**src/rtl/hbdt_pkg.sv**
```systemverilog
// Shared types and helpers for the half-bridge dead-time sequencer.
// Assumes: all counts are positive cycle numbers.
package hbdt_pkg;

    typedef enum logic [2:0] {
        ST_IDLE,
        ST_HI_WAIT,
        ST_HI_DLY,
        ST_HI_ON,
        ST_LO_WAIT,
        ST_LO_DLY,
        ST_LO_ON
    } seq_state_t;

    // Counter width able to hold the largest of three counts.
    function automatic int cnt_bits(input int a, input int b, input int c);
        int m;
        m = a;
        if (b > m) m = b;
        if (c > m) m = c;
        return $clog2(m + 1);
    endfunction

endpackage

```
**src/rtl/hbdt_sync.sv**
```systemverilog
// Two-flop synchronizer for a bundle of independent asynchronous bits.
// Assumes: each bit is a level; bits are not required to stay coherent with each other.
module hbdt_sync #(
    parameter int          W       = 1,
    parameter logic [W-1:0] RST_VAL = '0
) (
    input  logic         clk,
    input  logic         rst_n,
    input  logic [W-1:0] d_async,
    output logic [W-1:0] q_sync
);

    logic [W-1:0] meta_q;

    // Two register stages per bit.
    always_ff @(posedge clk) begin
        if (!rst_n) begin
            meta_q <= RST_VAL;
            q_sync <= RST_VAL;
        end else begin
            meta_q <= d_async;
            q_sync <= meta_q;
        end
    end

endmodule

```
**src/rtl/hbdt_timer.sv**
```systemverilog
// Load-and-count-down cycle timer. It stops at zero and reports zero.
// Assumes: load wins over counting; INIT is the value after reset.
module hbdt_timer #(
    parameter int          W    = 4,
    parameter logic [W-1:0] INIT = '0
) (
    input  logic         clk,
    input  logic         rst_n,
    input  logic         load,
    input  logic [W-1:0] load_val,
    output logic         zero
);

    logic [W-1:0] cnt_q;

    // Load, or count down to zero and stop there.
    always_ff @(posedge clk) begin
        if (!rst_n)              cnt_q <= INIT;
        else if (load)           cnt_q <= load_val;
        else if (cnt_q != '0)    cnt_q <= cnt_q - 1'b1;
    end

    assign zero = (cnt_q == '0);

endmodule

```
**src/rtl/halfbridge_deadtime_seq.sv**
```systemverilog
// Half-bridge gate sequencer with sensed dead time.
// Turns one PWM level into exclusive upper/lower gate enables. A turn-on waits for
// a sense flag showing the opposite switch is off, then a fixed delay. A timeout
// stands in for the upper-off flag. A disable or a fault forces both outputs off
// and restarts the sequence from idle.
// Assumes: lo_gate_low and hi_sw_off are synchronous to clk; all parameters >= 1.
module halfbridge_deadtime_seq
    import hbdt_pkg::*;
#(
    parameter int ON_DELAY_CYC    = 2,
    parameter int OFF_TIMEOUT_CYC = 17,
    parameter int LO_MIN_OFF_CYC  = 4
) (
    input  logic clk,
    input  logic rst_n,
    input  logic pwm_cmd,
    input  logic drive_en,
    input  logic uv_flag,
    input  logic ot_flag,
    input  logic lo_gate_low,
    input  logic hi_sw_off,
    output logic hi_on,
    output logic lo_on
);

    localparam int CW = cnt_bits(ON_DELAY_CYC, OFF_TIMEOUT_CYC, LO_MIN_OFF_CYC);
    localparam logic [CW-1:0] DLY_LOAD = CW'(ON_DELAY_CYC - 1);
    localparam logic [CW-1:0] TMO_LOAD = CW'(OFF_TIMEOUT_CYC);
    localparam logic [CW-1:0] MO_LOAD  = CW'(LO_MIN_OFF_CYC);

    logic [3:0] sync_q;
    logic       pwm_s, en_s, uv_s, ot_s, halt;

    hbdt_sync #(.W(4), .RST_VAL(4'b0000)) u_sync (
        .clk     (clk),
        .rst_n   (rst_n),
        .d_async ({ot_flag, uv_flag, drive_en, pwm_cmd}),
        .q_sync  (sync_q)
    );

    assign {ot_s, uv_s, en_s, pwm_s} = sync_q;
    assign halt = !en_s || uv_s || ot_s;

    seq_state_t st_q, st_n;
    logic       hi_q, lo_q, hi_n, lo_n;
    logic       dly_load, tmo_load, mo_load;
    logic       dly_zero, tmo_zero, mo_zero;

    hbdt_timer #(.W(CW), .INIT('0)) u_dly (
        .clk(clk), .rst_n(rst_n), .load(dly_load), .load_val(DLY_LOAD), .zero(dly_zero)
    );

    hbdt_timer #(.W(CW), .INIT('0)) u_tmo (
        .clk(clk), .rst_n(rst_n), .load(tmo_load), .load_val(TMO_LOAD), .zero(tmo_zero)
    );

    hbdt_timer #(.W(CW), .INIT(MO_LOAD)) u_minoff (
        .clk(clk), .rst_n(rst_n), .load(mo_load), .load_val(MO_LOAD), .zero(mo_zero)
    );

    // Next state, next outputs and timer loads.
    always_comb begin
        st_n     = st_q;
        hi_n     = hi_q;
        lo_n     = lo_q;
        dly_load = 1'b0;
        tmo_load = 1'b0;
        if (halt) begin
            st_n = ST_IDLE;
            hi_n = 1'b0;
            lo_n = 1'b0;
        end else begin
            unique case (st_q)
                ST_IDLE: begin
                    if (pwm_s) st_n = ST_HI_WAIT;
                    else begin st_n = ST_LO_WAIT; tmo_load = 1'b1; end
                end
                ST_HI_WAIT: begin
                    if (!pwm_s) begin st_n = ST_LO_WAIT; tmo_load = 1'b1; end
                    else if (lo_gate_low && !lo_q) begin st_n = ST_HI_DLY; dly_load = 1'b1; end
                end
                ST_HI_DLY: begin
                    if (!pwm_s) begin st_n = ST_LO_WAIT; tmo_load = 1'b1; end
                    else if (dly_zero) begin st_n = ST_HI_ON; hi_n = 1'b1; end
                end
                ST_HI_ON: begin
                    if (!pwm_s) begin st_n = ST_LO_WAIT; tmo_load = 1'b1; hi_n = 1'b0; end
                end
                ST_LO_WAIT: begin
                    if (pwm_s) st_n = ST_HI_WAIT;
                    else if (!hi_q && (hi_sw_off || tmo_zero)) begin
                        st_n = ST_LO_DLY; dly_load = 1'b1;
                    end
                end
                ST_LO_DLY: begin
                    if (pwm_s) st_n = ST_HI_WAIT;
                    else if (dly_zero && mo_zero) begin st_n = ST_LO_ON; lo_n = 1'b1; end
                end
                ST_LO_ON: begin
                    if (pwm_s) begin st_n = ST_HI_WAIT; lo_n = 1'b0; end
                end
                default: begin
                    st_n = ST_IDLE; hi_n = 1'b0; lo_n = 1'b0;
                end
            endcase
        end
    end

    // Start the minimum-off window whenever the lower enable drops.
    assign mo_load = lo_q && !lo_n;

    // State and output registers.
    always_ff @(posedge clk) begin
        if (!rst_n) begin
            st_q <= ST_IDLE;
            hi_q <= 1'b0;
            lo_q <= 1'b0;
        end else begin
            st_q <= st_n;
            hi_q <= hi_n;
            lo_q <= lo_n;
        end
    end

    assign hi_on = hi_q;
    assign lo_on = lo_q;

    // Checker state: how long lo_on has been low, saturating at LO_MIN_OFF_CYC.
    logic [CW-1:0] lo_low_run;
    always_ff @(posedge clk) begin
        if (!rst_n)                 lo_low_run <= '0;
        else if (lo_q)              lo_low_run <= '0;
        else if (lo_low_run < MO_LOAD) lo_low_run <= lo_low_run + 1'b1;
    end

    a_r2_never_both: assert property (@(posedge clk) disable iff (!rst_n)
        !(hi_on && lo_on));

    // R7, R8 and R9 all act through halt.
    a_r7_halt_clears: assert property (@(posedge clk) disable iff (!rst_n)
        halt |=> (!hi_on && !lo_on));

    a_r3_hi_rise_guard: assert property (@(posedge clk) disable iff (!rst_n)
        $rose(hi_on) |-> ($past(pwm_s) && !$past(lo_on)));

    a_r4_lo_rise_guard: assert property (@(posedge clk) disable iff (!rst_n)
        $rose(lo_on) |-> (!$past(pwm_s) && !$past(hi_on)));

    a_r10_min_off: assert property (@(posedge clk) disable iff (!rst_n)
        $rose(lo_on) |-> (lo_low_run >= MO_LOAD));

endmodule

```
**config.mk**
```make
export PLATFORM = sky130hd
export DESIGN_NAME = halfbridge_deadtime_seq
export DESIGN_NICKNAME = d
export VERILOG_FILES = /design/src/rtl/hbdt_pkg.sv /design/src/rtl/hbdt_sync.sv /design/src/rtl/hbdt_timer.sv /design/src/rtl/halfbridge_deadtime_seq.sv
export SDC_FILE = /design/constraint.sdc
export NUM_CORES = 1
export LEC_CHECK = 0
export ABC_CLOCK_PERIOD_IN_PS = 1810
export CELL_PAD_IN_SITES_DETAIL_PLACEMENT = 2
export CELL_PAD_IN_SITES_GLOBAL_PLACEMENT = 2
export CORE_MARGIN = 4
export CORE_UTILIZATION = 34
export CTS_BUF_LIST = sky130_fd_sc_hd__clkbuf_4 sky130_fd_sc_hd__clkbuf_8
export CTS_CLUSTER_DIAMETER = 30
export CTS_CLUSTER_SIZE = 30
export DETAILED_ROUTE_END_ITERATION = 7
export PLACE_DENSITY_LB_ADDON = 0.12
export REMOVE_ABC_BUFFERS = 1
export SYNTH_ARGS = -nofsm -noshare
export SYNTH_HDL_FRONTEND = slang
export SYNTH_HIERARCHICAL = 1
export SYNTH_SLANG_ARGS = --single-unit
```
**constraint.sdc**
```tcl
create_clock -name clk -period 1.81 [get_ports clk]
set_input_delay 0.2715 -clock clk [delete_from_list [all_inputs] [get_ports clk]]
set_output_delay 0.2715 -clock clk [all_outputs]
set_load 0.01 [all_outputs]
```
==> reports/results.md, run 1 <==
| Metric | Reported | Unit |
| --- | --- | --- |
| Cell internal pwr | 1.53 | mW |
| IO Count | 10 | - |
| DRC errors left | 0 | - |
| Fraction of layout cells with a size suffix above 1 | 25.6 | % |
| Post-layout net count | 219 | - |
| Area used by multi-input combinational logic | 911 | µm² |
| Area share of the largest cell type after synthesis | 37.2 | % |
| Net switching share of the total power | 34.4 | % |
| Clock share of power | 22.3 | % |
| RSZ-0062 raised after global routing | yes | - |
| Worst supply voltage drop on vdd | 0.000384 | V |
| Peak clock frequency supported by timing | 517 | MHz |
| Data required time at the worst endpoint | 2050 | ps |
| Power Dens Cells | 1200 | mW/mm² |
| Post-route minimum period | 1930 | ps |
| Seq pwr share | 37.2 | % |
| Fraction of the cycle the final worst path needs | 107 | % |
| Post-synthesis async set-or-reset flop share | 0 | % |
| Number of optimization iterations in the first detailed-route pass | 4 | - |
| Total routing usage reported by global routing | 18.9 | % |
| Metal1 wirelength | 2.05 | mm |
| Flip-flop cell with the highest count after synthesis | sky130_fd_sc_hd__dfxtp_1 | - |
| Net Sw Power | 0.804 | mW |
| Average cell area after synthesis | 9.14 | µm² |
| Clock buffer count from CTS | 3 | - |
| Clock Skews | 2.57 | ps |
| Max-cap violation count | 0 | - |
| Highest routing layer actually used | met4 | - |
| Diode insertion count for antenna repair | 0 | - |
| Flops & latches, synth | 28 | - |
| Most frequent cell after synthesis | sky130_fd_sc_hd__dfxtp_1 | - |
| Metal3 WL | 96 | µm |
| Detailed placement HPWL | 3.42 | mm |
| Xor and xnor area share after synthesis | 2.32 | % |
| Die area | 0.00556 | mm² |
| Number of cells in the finished layout apart from fillers | 257 | - |
| Via-to-Cell Ratio | 5.42 | - |
| Quantity of I/O buffers inserted on ports | 9 | - |
| Synth cell types | 42 | - |
| Effective utilization at floorplan | 36.4 | % |
| Antenna viol nets, final | 0 | - |
| Number of violations reported at the end of detailed-routing iteration 0 | 52 | - |
| Result of the run | finished, violations left | - |
| Finished Cell Area | 0.00195 | mm² |
| HP Class | flip-flop to flip-flop | - |
| Final setup viols | 3 | - |
| Hold Buf Count CTS | 0 | - |
| TritonCTS Sinks | 28 | - |
| Maximum number of pins on one net before global-route repair | 17 | - |
| Total power draw | 2.34 | mW |
| Maximum fanout encountered on the critical timing path | 4 | - |
| Synthesized-area fraction occupied by ao, oa, aoi and oai cells | 15.4 | % |
| Placeable core area | 0.00414 | mm² |
| Adder-cell share of the synthesized area | 2.49 | % |
| Synth cell count leaders | 28 x sky130_fd_sc_hd__dfxtp_1, 21 x sky130_fd_sc_hd__nand3_1, 13 x sky130_fd_sc_hd__inv_1 | - |
| Worst Setup End Kind | flip-flop | - |
| Post-Syn Area | 0.00151 | mm² |
| Vias in the first global route | 1585 | - |
| Dpl ws | -324 | ps |
| Yosys Warn Count | 6 | - |
| Number of placed instances with taps included | 247 | - |
| Clock insertion delay at the later pin of the skew report | 290 | ps |
| Largest family of logic cells by synthesized area | simple AND/OR/NAND/NOR gates | - |
| Sequential standard cell area | 563 | µm² |
| TritonCTS clock tree | yes | - |
| Total wirelength of the detailed-routed design | 4.71 | mm |
| Wire length of the first global-routing pass | 7.89 | mm |
| Number of synthesized flops with an enable pin | 0 | - |
| Routed wire per std cell | 18.3 | µm |
| Register area share after synthesis | 37.2 | % |
| Number of fillers in the final layout | 469 | - |
| Max Root-Sink Buffers | 2 | - |
| Clock transition time at the flip-flop clock pins of the worst setup and hold paths | 100 | ps |
| WL met2 | 2.39 | mm |
| Placed Instance Area | 0.00177 | mm² |
| Violations in the final reports | setup timing | - |
| CP Cell Sequence | inv_2 > ha_4 > nor4b_4 > o21ba_4 > a22oi_2 > nor4_2 > buf_4 > or4_4 > nand3_2 | - |
| Post-Synthesis Cells | 165 | - |
| Final setup TNS | -157 | ps |
| Initial antenna violation count | 0 | - |
| DIE WIDTH | 74.6 | µm |
| Final count of hold timing violations | 0 | - |
| Comb power frac | 40.5 | % |
| Startpoint-to-endpoint class of the critical path | flip-flop to flip-flop | - |
| Static power due to leakage | 0.762 | nW |
| Multiplexer share of the synthesized area | 0 | % |
| Cell chosen for the clock root | sky130_fd_sc_hd__clkbuf_8 | - |
| Deepest level of the CTS H-tree | 1 | - |
| Final global-route overflow total | 0 | - |
| Number of standard-cell rows in the floorplan | 23 | - |
| Library cell occupying the most area in the post-synthesis netlist | sky130_fd_sc_hd__dfxtp_1 | - |
| Cell at the slowest stage of the critical path | sky130_fd_sc_hd__or4_4 | - |
| Top post-synthesis cells by area | sky130_fd_sc_hd__dfxtp_1 37%, sky130_fd_sc_hd__nand3_1 7.0%, sky130_fd_sc_hd__nor4b_4 4.7% | - |
| Final worst setup slack | -124 | ps |
| Crit path DAT | 2170 | ps |
| Max stage delay on crit path | 510 | ps |
| Placer Congestion | 0.851 | - |
| Post-Route Hold Slack | 450 | ps |
| Layout Area Growth over Synthesis | 29.5 | % |
| Utilization of the core after routing | 47.1 | % |
| Share of synthesized cell area in and, or, nand and nor gates | 32.4 | % |
| Pins Over Slew Limit | 0 | - |
| Startpoint types | flip-flop | - |
| Vias | 1392 | - |
| Vertical die dimension | 74.6 | µm |
-- worst paths after layout --
| kind | start | to | slack (ps) | cells after the start |
|---|---|---|---|---|
| setup / recovery | u_tmo/cnt_q[0] | u_dly/cnt_q[1] | -120 | 9 |
| hold / removal | u_sync/meta_q[3] | u_sync/q_sync[3] | 450 | 1 |
| setup reg to reg | u_tmo/cnt_q[0] | u_dly/cnt_q[1] | -120 | 9 |
| hold reg to reg | u_sync/meta_q[3] | u_sync/q_sync[3] | 450 | 1 |
-- cells by family (layout without fill, tap and decap cells) --
kind of cell / count (synthesis) / count (layout)
and+or+nand+nor: 72 / 72
other: 2 / 15
xor gates and xnor gates: 4 / 4
AOI/OAI and AO/OA: 31 / 31
buffers and inverters: 25 / 54
adders and majority gates: 3 / 3
DFF: 28 / 28
-- layer usage --
layer | vias up | global-route usage, %
met3 | 15 | 2.57
met1 | 679 | 23.0
met5 | - | 0
li1 | 674 | -
met2 | 24 | 33.2
met4 | 0 | 7.91
-- area by class of cell --
type	instances	area share (%)
clock buffers	3	2.11
clock inverters	1	1.54
inverters	15	2.88
multi-input cells	125	46.6
flip-flops and latches	28	28.8
well taps	50	3.20
repair buffers	35	14.8
-- critical path: cells and delay by family (launching register included) --
family,cells,cell delay (ps)
flops,1,350
buf+inv,2,230
compound gates,2,380
fa+ha+maj,1,150
simple gates,4,780
-- sequential cells by signal, summed over array words and instances, names as in the netlist --
signal / flops
u_dly/cnt_q: 5
u_minoff/cnt_q: 5
u_tmo/cnt_q: 5
u_sync/meta_q: 4
u_sync/q_sync: 4
st_q: 3
hi_on: 1
lo_on: 1
-- cells in the final DEF, fill, tap and decap left out, types with 3 or more instances in the layout --
cell type                         count
sky130_fd_sc_hd__inv_1               11
sky130_fd_sc_hd__buf_4               25
sky130_fd_sc_hd__nand4_1              6
sky130_fd_sc_hd__dfxtp_1             26
sky130_fd_sc_hd__nor2_1               4
sky130_fd_sc_hd__nor3b_2              3
sky130_fd_sc_hd__nand2_1              8
sky130_fd_sc_hd__a21oi_1              4
sky130_fd_sc_hd__clkbuf_8             3
sky130_fd_sc_hd__inv_2                4
sky130_fd_sc_hd__and2_1               9
sky130_fd_sc_hd__nor3_1               4
sky130_fd_sc_hd__nor4b_4              3
sky130_fd_sc_hd__o211ai_1             5
sky130_fd_sc_hd__o311ai_0             4
sky130_fd_sc_hd__clkdlybuf4s50_1      9
sky130_fd_sc_hd__conb_1              15
sky130_fd_sc_hd__xnor2_1              4
sky130_fd_sc_hd__nand3_1             19
-- power groups by stage --
stage,clock (mW),sequential [mW],combinational (mW)
after floorplan,0,0.845,0.485
after global placement,0,0.856,0.704
after detailed placement,0,0.868,0.759
after CTS,0.536,0.865,0.837
after global routing,0.565,0.883,1.05
final,0.521,0.870,0.946
-- repair_timing --
action                                  CTS  global route
pin swaps                                 5             3
endpoints found under the setup margin    5             8
endpoints found under the hold margin     0             0
setup buffers                             3             3
resized for setup                        13             6
(Power assumes the default switching activity.)
==> run 2: changes to the inputs <==
- ABC_CLOCK_PERIOD_IN_PS: 1810 -> unset
==> results of run 2 <==
Final layout, timing and power as in run 1 (identical DEF).
